[src/rtl/seqPkg.sv]
package seqPkg;

  // Command codes on the controller's command field
  typedef enum logic [2:0] {
    CMD_WRITE = 3'b000,
    CMD_READ  = 3'b001
  } mcCmd_e;

  // Strobes from control to datapath
  typedef struct packed {
    logic loadReq;   // capture the user request into the holding registers
    logic cmdOffer;  // a command is on the controller's command channel
  } seqStrobe_t;

endpackage

[src/rtl/seqCtrl.sv]
module seqCtrl
  import seqPkg::*;
#(
  parameter int MAX_RD = 4
) (
  input  logic       clk,
  input  logic       rst,
  input  logic       usrValid,
  input  logic       usrWrite,
  output logic       usrReady,
  input  logic       mcRdy,
  input  logic       mcWdfRdy,
  input  logic       mcRdDataValid,
  input  logic       mcRdDataEnd,
  output logic       mcCmdEn,
  output logic       mcWdfWren,
  output logic       mcWdfEnd,
  output seqStrobe_t strobe
);

  localparam int RD_CNT_W = $clog2(MAX_RD + 1);
  localparam logic [RD_CNT_W-1:0] RD_LIMIT = RD_CNT_W'(MAX_RD);

  logic                cmdPend;
  logic                cmdIsRd;
  logic                wdPend;
  logic [1:0]          beatsAhead;
  logic [RD_CNT_W-1:0] rdCount;

  logic usrAccept, wdAccept, cmdOffer, cmdAccept, wrCmdAccept;
  logic rdInc, rdDec;

  // User side: one request at a time, reads gated by the outstanding limit
  assign usrReady  = !cmdPend && !wdPend && (usrWrite || (rdCount < RD_LIMIT));
  assign usrAccept = usrValid && usrReady;

  // Write-data channel runs on its own handshake
  assign mcWdfWren = wdPend;
  assign mcWdfEnd  = wdPend;   // single-beat transactions
  assign wdAccept  = wdPend && mcWdfRdy;

  // A write command waits until its beat has gone or is going now
  assign cmdOffer    = cmdPend && (cmdIsRd || (beatsAhead != 2'd0) || wdAccept);
  assign cmdAccept   = cmdOffer && mcRdy;
  assign wrCmdAccept = cmdAccept && !cmdIsRd;
  assign mcCmdEn     = cmdOffer;

  assign rdInc = usrAccept && !usrWrite;
  assign rdDec = mcRdDataValid && mcRdDataEnd && (rdCount != '0);

  assign strobe.loadReq  = usrAccept;
  assign strobe.cmdOffer = cmdOffer;

  always_ff @(posedge clk) begin
    if (rst) begin
      cmdPend    <= 1'b0;
      cmdIsRd    <= 1'b0;
      wdPend     <= 1'b0;
      beatsAhead <= 2'd0;
      rdCount    <= '0;
    end else begin
      if (usrAccept) begin
        cmdPend <= 1'b1;
        cmdIsRd <= !usrWrite;
      end else if (cmdAccept) begin
        cmdPend <= 1'b0;
      end

      if (usrAccept && usrWrite) wdPend <= 1'b1;
      else if (wdAccept)         wdPend <= 1'b0;

      beatsAhead <= beatsAhead + 2'(wdAccept) - 2'(wrCmdAccept);

      case ({rdInc, rdDec})
        2'b10:   rdCount <= rdCount + 1'b1;
        2'b01:   rdCount <= rdCount - 1'b1;
        default: rdCount <= rdCount;
      endcase
    end
  end


  beat_lead_chk: assert property (@(posedge clk) disable iff (rst)
    beatsAhead <= 2'd1);


  rd_limit_chk: assert property (@(posedge clk) disable iff (rst)
    rdCount <= RD_LIMIT);


  rd_return_chk: assert property (@(posedge clk) disable iff (rst)
    mcRdDataValid |-> (rdCount != '0));


  one_flight_chk: assert property (@(posedge clk) disable iff (rst)
    usrAccept |=> !usrReady);

endmodule

[src/rtl/seqData.sv]
module seqData
  import seqPkg::*;
#(
  parameter int ADDR_W = 28,
  parameter int DATA_W = 32,
  parameter int MASK_W = DATA_W / 8
) (
  input  logic              clk,
  input  logic              rst,
  input  seqStrobe_t        strobe,
  input  logic              usrWrite,
  input  logic [ADDR_W-1:0] usrAddr,
  input  logic              usrHiPri,
  input  logic [DATA_W-1:0] usrData,
  input  logic [MASK_W-1:0] usrMask,
  input  logic              mcRdDataValid,
  input  logic [DATA_W-1:0] mcRdData,
  input  logic              mcRdDataEnd,
  output logic [ADDR_W-1:0] mcAddr,
  output logic [2:0]        mcCmd,
  output logic              mcHiPri,
  output logic [DATA_W-1:0] mcWdfData,
  output logic [MASK_W-1:0] mcWdfMask,
  output logic              rspValid,
  output logic [DATA_W-1:0] rspData,
  output logic              rspLast
);

  logic [ADDR_W-1:0] addrQ;
  mcCmd_e            cmdQ;
  logic              hiPriQ;
  logic [DATA_W-1:0] dataQ;
  logic [MASK_W-1:0] maskQ;

  always_ff @(posedge clk) begin
    if (rst) begin
      addrQ  <= '0;
      cmdQ   <= CMD_WRITE;
      hiPriQ <= 1'b0;
      dataQ  <= '0;
      maskQ  <= '0;
    end else if (strobe.loadReq) begin
      addrQ  <= usrAddr;
      cmdQ   <= usrWrite ? CMD_WRITE : CMD_READ;
      hiPriQ <= usrHiPri;
      dataQ  <= usrData;
      maskQ  <= usrMask;
    end
  end

  assign mcAddr    = addrQ;
  assign mcCmd     = cmdQ;
  assign mcHiPri   = strobe.cmdOffer && hiPriQ;
  assign mcWdfData = dataQ;
  assign mcWdfMask = maskQ;

  // Return path: one register stage, end flag qualified by valid
  always_ff @(posedge clk) begin
    if (rst) begin
      rspValid <= 1'b0;
      rspLast  <= 1'b0;
      rspData  <= '0;
    end else begin
      rspValid <= mcRdDataValid;
      rspLast  <= mcRdDataValid && mcRdDataEnd;
      if (mcRdDataValid) rspData <= mcRdData;
    end
  end


  hold_regs_chk: assert property (@(posedge clk) disable iff (rst)
    !strobe.loadReq |=> ($stable(mcAddr) && $stable(mcCmd) && $stable(mcWdfData) && $stable(mcWdfMask)));


  code_legal_chk: assert property (@(posedge clk) disable iff (rst)
    strobe.cmdOffer |-> (mcCmd == 3'b000 || mcCmd == 3'b001));

endmodule

[src/rtl/mcClientSeq.sv]
module mcClientSeq
  import seqPkg::*;
#(
  parameter int ADDR_W = 28,
  parameter int DATA_W = 32,
  parameter int MAX_RD = 4,
  parameter bit ECC_EN = 1'b1,
  localparam int MASK_W = DATA_W / 8
) (
  input  logic              clk,
  input  logic              rst,
  input  logic              usrValid,
  output logic              usrReady,
  input  logic              usrWrite,
  input  logic [ADDR_W-1:0] usrAddr,
  input  logic              usrHiPri,
  input  logic [DATA_W-1:0] usrData,
  input  logic [MASK_W-1:0] usrMask,
  output logic              rspValid,
  output logic [DATA_W-1:0] rspData,
  output logic              rspLast,
  output logic              mcCmdEn,
  output logic [2:0]        mcCmd,
  output logic [ADDR_W-1:0] mcAddr,
  output logic              mcHiPri,
  output logic              mcSz,
  input  logic              mcRdy,
  output logic              mcWdfWren,
  output logic [DATA_W-1:0] mcWdfData,
  output logic [MASK_W-1:0] mcWdfMask,
  output logic              mcWdfEnd,
  input  logic              mcWdfRdy,
  input  logic              mcRdDataValid,
  input  logic [DATA_W-1:0] mcRdData,
  input  logic              mcRdDataEnd,
  output logic              mcSrReq,
  output logic              mcCorrectEn
);

  seqStrobe_t strobe;

  seqCtrl #(.MAX_RD(MAX_RD)) uCtrl (
    .clk(clk), .rst(rst),
    .usrValid(usrValid), .usrWrite(usrWrite), .usrReady(usrReady),
    .mcRdy(mcRdy), .mcWdfRdy(mcWdfRdy),
    .mcRdDataValid(mcRdDataValid), .mcRdDataEnd(mcRdDataEnd),
    .mcCmdEn(mcCmdEn), .mcWdfWren(mcWdfWren), .mcWdfEnd(mcWdfEnd),
    .strobe(strobe)
  );

  seqData #(.ADDR_W(ADDR_W), .DATA_W(DATA_W), .MASK_W(MASK_W)) uData (
    .clk(clk), .rst(rst), .strobe(strobe),
    .usrWrite(usrWrite), .usrAddr(usrAddr), .usrHiPri(usrHiPri),
    .usrData(usrData), .usrMask(usrMask),
    .mcRdDataValid(mcRdDataValid), .mcRdData(mcRdData), .mcRdDataEnd(mcRdDataEnd),
    .mcAddr(mcAddr), .mcCmd(mcCmd), .mcHiPri(mcHiPri),
    .mcWdfData(mcWdfData), .mcWdfMask(mcWdfMask),
    .rspValid(rspValid), .rspData(rspData), .rspLast(rspLast)
  );

  // Reserved controller inputs
  assign mcSz    = 1'b0;
  assign mcSrReq = 1'b0;

  generate
    if (ECC_EN) begin : gEcc
      assign mcCorrectEn = 1'b1;
    end else begin : gNoEcc
      assign mcCorrectEn = 1'b0;
    end
  endgenerate


  cmd_hold_chk: assert property (@(posedge clk) disable iff (rst)
    (mcCmdEn && !mcRdy) |=> (mcCmdEn && $stable(mcAddr) && $stable(mcCmd) && $stable(mcHiPri)));


  wdata_hold_chk: assert property (@(posedge clk) disable iff (rst)
    (mcWdfWren && !mcWdfRdy) |=> (mcWdfWren && $stable(mcWdfData) && $stable(mcWdfMask)));


  busy_chk: assert property (@(posedge clk) disable iff (rst)
    (mcCmdEn || mcWdfWren) |-> !usrReady);

endmodule

[config.mk]
export PLATFORM = sky130hd
export DESIGN_NAME = mcClientSeq
export DESIGN_NICKNAME = d
export VERILOG_FILES = /design/src/rtl/seqPkg.sv /design/src/rtl/seqCtrl.sv /design/src/rtl/seqData.sv /design/src/rtl/mcClientSeq.sv
export SDC_FILE = /design/constraint.sdc
export NUM_CORES = 1
export LEC_CHECK = 0
export BUFFER_PORTS_ARGS = -buffer_cell sky130_fd_sc_hd__buf_2
export CAP_MARGIN = 20
export CORE_MARGIN = 2
export CORE_UTILIZATION = 41
export CTS_CLUSTER_SIZE = 8
export DETAILED_ROUTE_END_ITERATION = 12
export GPL_ROUTABILITY_DRIVEN = 1
export HOLD_SLACK_MARGIN = 0.15
export PLACE_DENSITY = 0.86
export SLEW_MARGIN = 20
export SYNTH_ARGS = -nofsm -noshare
export SYNTH_HDL_FRONTEND = slang
export SYNTH_SLANG_ARGS = --single-unit
[constraint.sdc]
create_clock -name clk -period 2.2 [get_ports clk]
set_clock_uncertainty 0.2 [all_clocks]
set_input_delay 0.11 -clock clk [delete_from_list [all_inputs] [get_ports clk]]
set_output_delay 0.11 -clock clk [all_outputs]
set_load 0.02 [all_outputs]
==> impl_metrics.tcl <==
set metrics [dict create \
    setup_violations 0 \
    grt_usage 0.239 \
    synth_top_cell_by_area "dfxtp_1" \
    hold_ws_ns 0.188 \
    drcViolationCount 0 \
    gp_congestion 0.758 \
    clockBufferDepth 2 \
    regToRegEndpoint "uCtrl.beatsAhead[1]" \
    vias 4370 \
    p_leak_nw 3.53 \
    final_common_cell "buf_2" \
    hp-start "mcRdDataValid" \
    arrival_ns 2.16 \
    insertion_delay_ns 0.35 \
    powerDensity_nw_per_um2 629 \
    ys_seq_elements 107 \
    yosysWarnings 0 \
    timing.rr.start "uCtrl.mcWdfEnd" \
    tightest_slew_ns 0.647 \
    wl_um 13500 \
    period_share 0.969 \
    peakVddDrop_mv 0.344 \
    worstPathRequired_ns 2.23 \
    nets 891 \
    synthCells 448 \
    rsz0062_at_grt "true" \
    timing_hold_violations_final 0 \
    ctsHtreeMaxLevel 3 \
    clk_pin_slew_worst_paths_ns 0.09 \
    relSlewSlack 0.569 \
    layout_common_cells "buf_2, dlygate4sd3_1, nand2_1" \
    grt_max_degree 70 \
    grt_pass1_vias 4628 \
    cap_violations 0 \
    die_x_um 106 \
    outcome "finished clean" \
    ant_nets 0 \
    drv_slew 0 \
    reg2regPathDepth 9 \
    syn-cell-area_um2 4230 \
    syn_avg_cell_area_um2 9.44 \
    dieArea_um2 11100 \
    gr-total-overflow 0 \
    cp-start-kind "register" \
    max_freq_mhz 469 \
    root_buffer "clkbuf_8" \
    cts.sinks 107 \
    cts_buffers 9 \
    via_per_inst 4.73 \
    ys_seq_area_frac 0.507 \
    drive_gt1_frac 0.314 \
    endpoint_kind "register" \
    min_path_cells 5 \
    crit_fanout 7 \
    fin_ws_ns 0.0682 \
    start_util 0.415 \
    drt_iter0_drc 163 \
    row_count 37 \
    dr.pass1.iters 4 \
    die_h_um 106 \
    syn_to_final_growth_pct 65.2 \
    antenna_found_initial 1 \
    dpl.hpwl_um 7320 \
    wire_per_inst_um 14.6 \
    grt_pass1_wl_um 21500 \
    critPathKind "reg2reg" \
    io_buffers 208 \
    io_pins 214 \
    r2r_setup_slack_ns 0.07 \
    coreArea_um2 10200 \
    fin_crit_ns 2.13 \
    hold_end "uCtrl.rdCount[1]" \
    hold_path_class "in2reg" \
    yosysTopAreaCellShare 0.507 \
    fill_cells 693 \
    cts_tree "done" \
    synth_cell_types 31 \
    yosys-top-cells-area "dfxtp_1, mux2i_1, nand2_1, nor2_1, clkbuf_1" \
    post-place-ws_ns 0.0146 \
]
sequential cells by signal, summed over array words and instances, names as in the netlist:
register,count
uData.mcAddr,28
uData.mcWdfMask,4
uCtrl.mcWdfEnd,1
uData.hiPriQ,1
uData.mcWdfData,32
uCtrl.cmdIsRd,1
uData.rspData,32
uCtrl.cmdPend,1
uData.rspValid,1
uData.rspLast,1
uCtrl.rdCount,3
uCtrl.beatsAhead,2
stage by stage:
stage	TNS (ns)	power [mW]	instance area, µm²	util	std cells
after floorplan	-0.0200	2.75	4290	-	451
after global placement	0	3.00	5360	0.526	765
after detailed placement	0	3.04	5360	0.526	765
after CTS	0	4.38	6950	0.683	920
after global routing	-0.0794	4.60	6990	0.686	924
final	0	4.39	6990	0.686	924
cell type report:
type / count / area [µm²] / share of cell area
clock buffer: 13 / 169 / 0.0242
multi-input combinational: 299 / 1930 / 0.276
antenna: 1 / 2.50 / 0.000358
timing repair buffer: 356 / 2510 / 0.360
sequential: 107 / 2150 / 0.307
inverter: 9 / 35.0 / 0.00501
tap: 136 / 170 / 0.0244
clock inverter: 3 / 21.3 / 0.00304
critical path, stage by stage (launching register included):
cell	delay, ns
dfxtp_4	0.39
a2111oi_4	0.33
nor2b_2	0.09
nor3b_1	0.15
ha_1	0.27
inv_1	0.06
ha_2	0.18
xor2_2	0.16
and2_1	0.15
nor3_1	0.04
power by group:
| group | switching [mW] | internal, mW | total [mW] |
|---|---|---|---|
| clock | 0.647 | 0.507 | 1.15 |
| combinational | 0.553 | 0.518 | 1.07 |
| sequential | 0.0873 | 2.08 | 2.17 |
synth_stat cells:
library cell / n
o211a_1: 1
clkbuf_1: 17
inv_2: 2
o21ai_0: 1
mux2i_1: 97
o21a_1: 2
xor2_1: 3
or4_1: 1
fa_1: 1
buf_6: 2
nor2b_1: 3
buf_4: 8
nand2b_1: 1
or3_1: 1
and3_1: 1
ha_1: 3
buf_1: 2
o311a_1: 1
buf_2: 7
a21oi_1: 3
a2111oi_0: 1
inv_1: 7
conb_1: 2
nor3_1: 1
a211oi_1: 1
nor3b_1: 1
and2_1: 3
dfxtp_1: 107
a2111oi_4: 1
nand2_1: 131
nor2_1: 36
logic make-up (layout without fill, tap and decap cells):
logic type | after synthesis | in the layout | synth area share
DFF | 107 | 107 | 0.507
and+or+nand+nor | 179 | 179 | 0.166
other | 2 | 6 | 0.00178
AOI/OAI and AO/OA | 11 | 11 | 0.0234
buffers and inverters | 45 | 381 | 0.0527
muxes | 97 | 97 | 0.230
xor gates and xnor gates | 3 | 3 | 0.00621
adders and majority gates | 4 | 4 | 0.0136
timing repair:
item,CTS,global route
hold buffers,139,0
setup endpoints to repair,1,3
gates cloned,0,0
buffers inserted,0,3
gates resized for setup,1,4
pin swaps,0,1
endpoints found under the hold margin,107,0
layer usage:
metal  vias to the layer above  part of all wire  track usage
li1                       2099                 -            -
met1                      2030              0.36        0.231
met2                       189              0.54        0.459
met3                        52             0.052       0.0513
met4                         0             0.043        0.144
met5                         -                 0            0
worst max path at each step:
| stage | startpoint | to | slack (ns) | depth (start not counted) |
|---|---|---|---|---|
| after floorplan | uCtrl.rdCount[2] | uCtrl.rdCount[2] | -0.02 | 10 |
| after global placement | uCtrl.mcWdfEnd | uCtrl.beatsAhead[1] | 0.10 | 9 |
| after detailed placement | uCtrl.mcWdfEnd | uCtrl.beatsAhead[1] | 0.01 | 9 |
| after CTS | usrValid | uCtrl.rdCount[2] | 0.03 | 11 |
| after global routing | uCtrl.mcWdfEnd | uCtrl.beatsAhead[1] | -0.04 | 9 |
| final | uCtrl.mcWdfEnd | uCtrl.beatsAhead[1] | 0.07 | 9 |
Power figures use the tool's default switching activity.
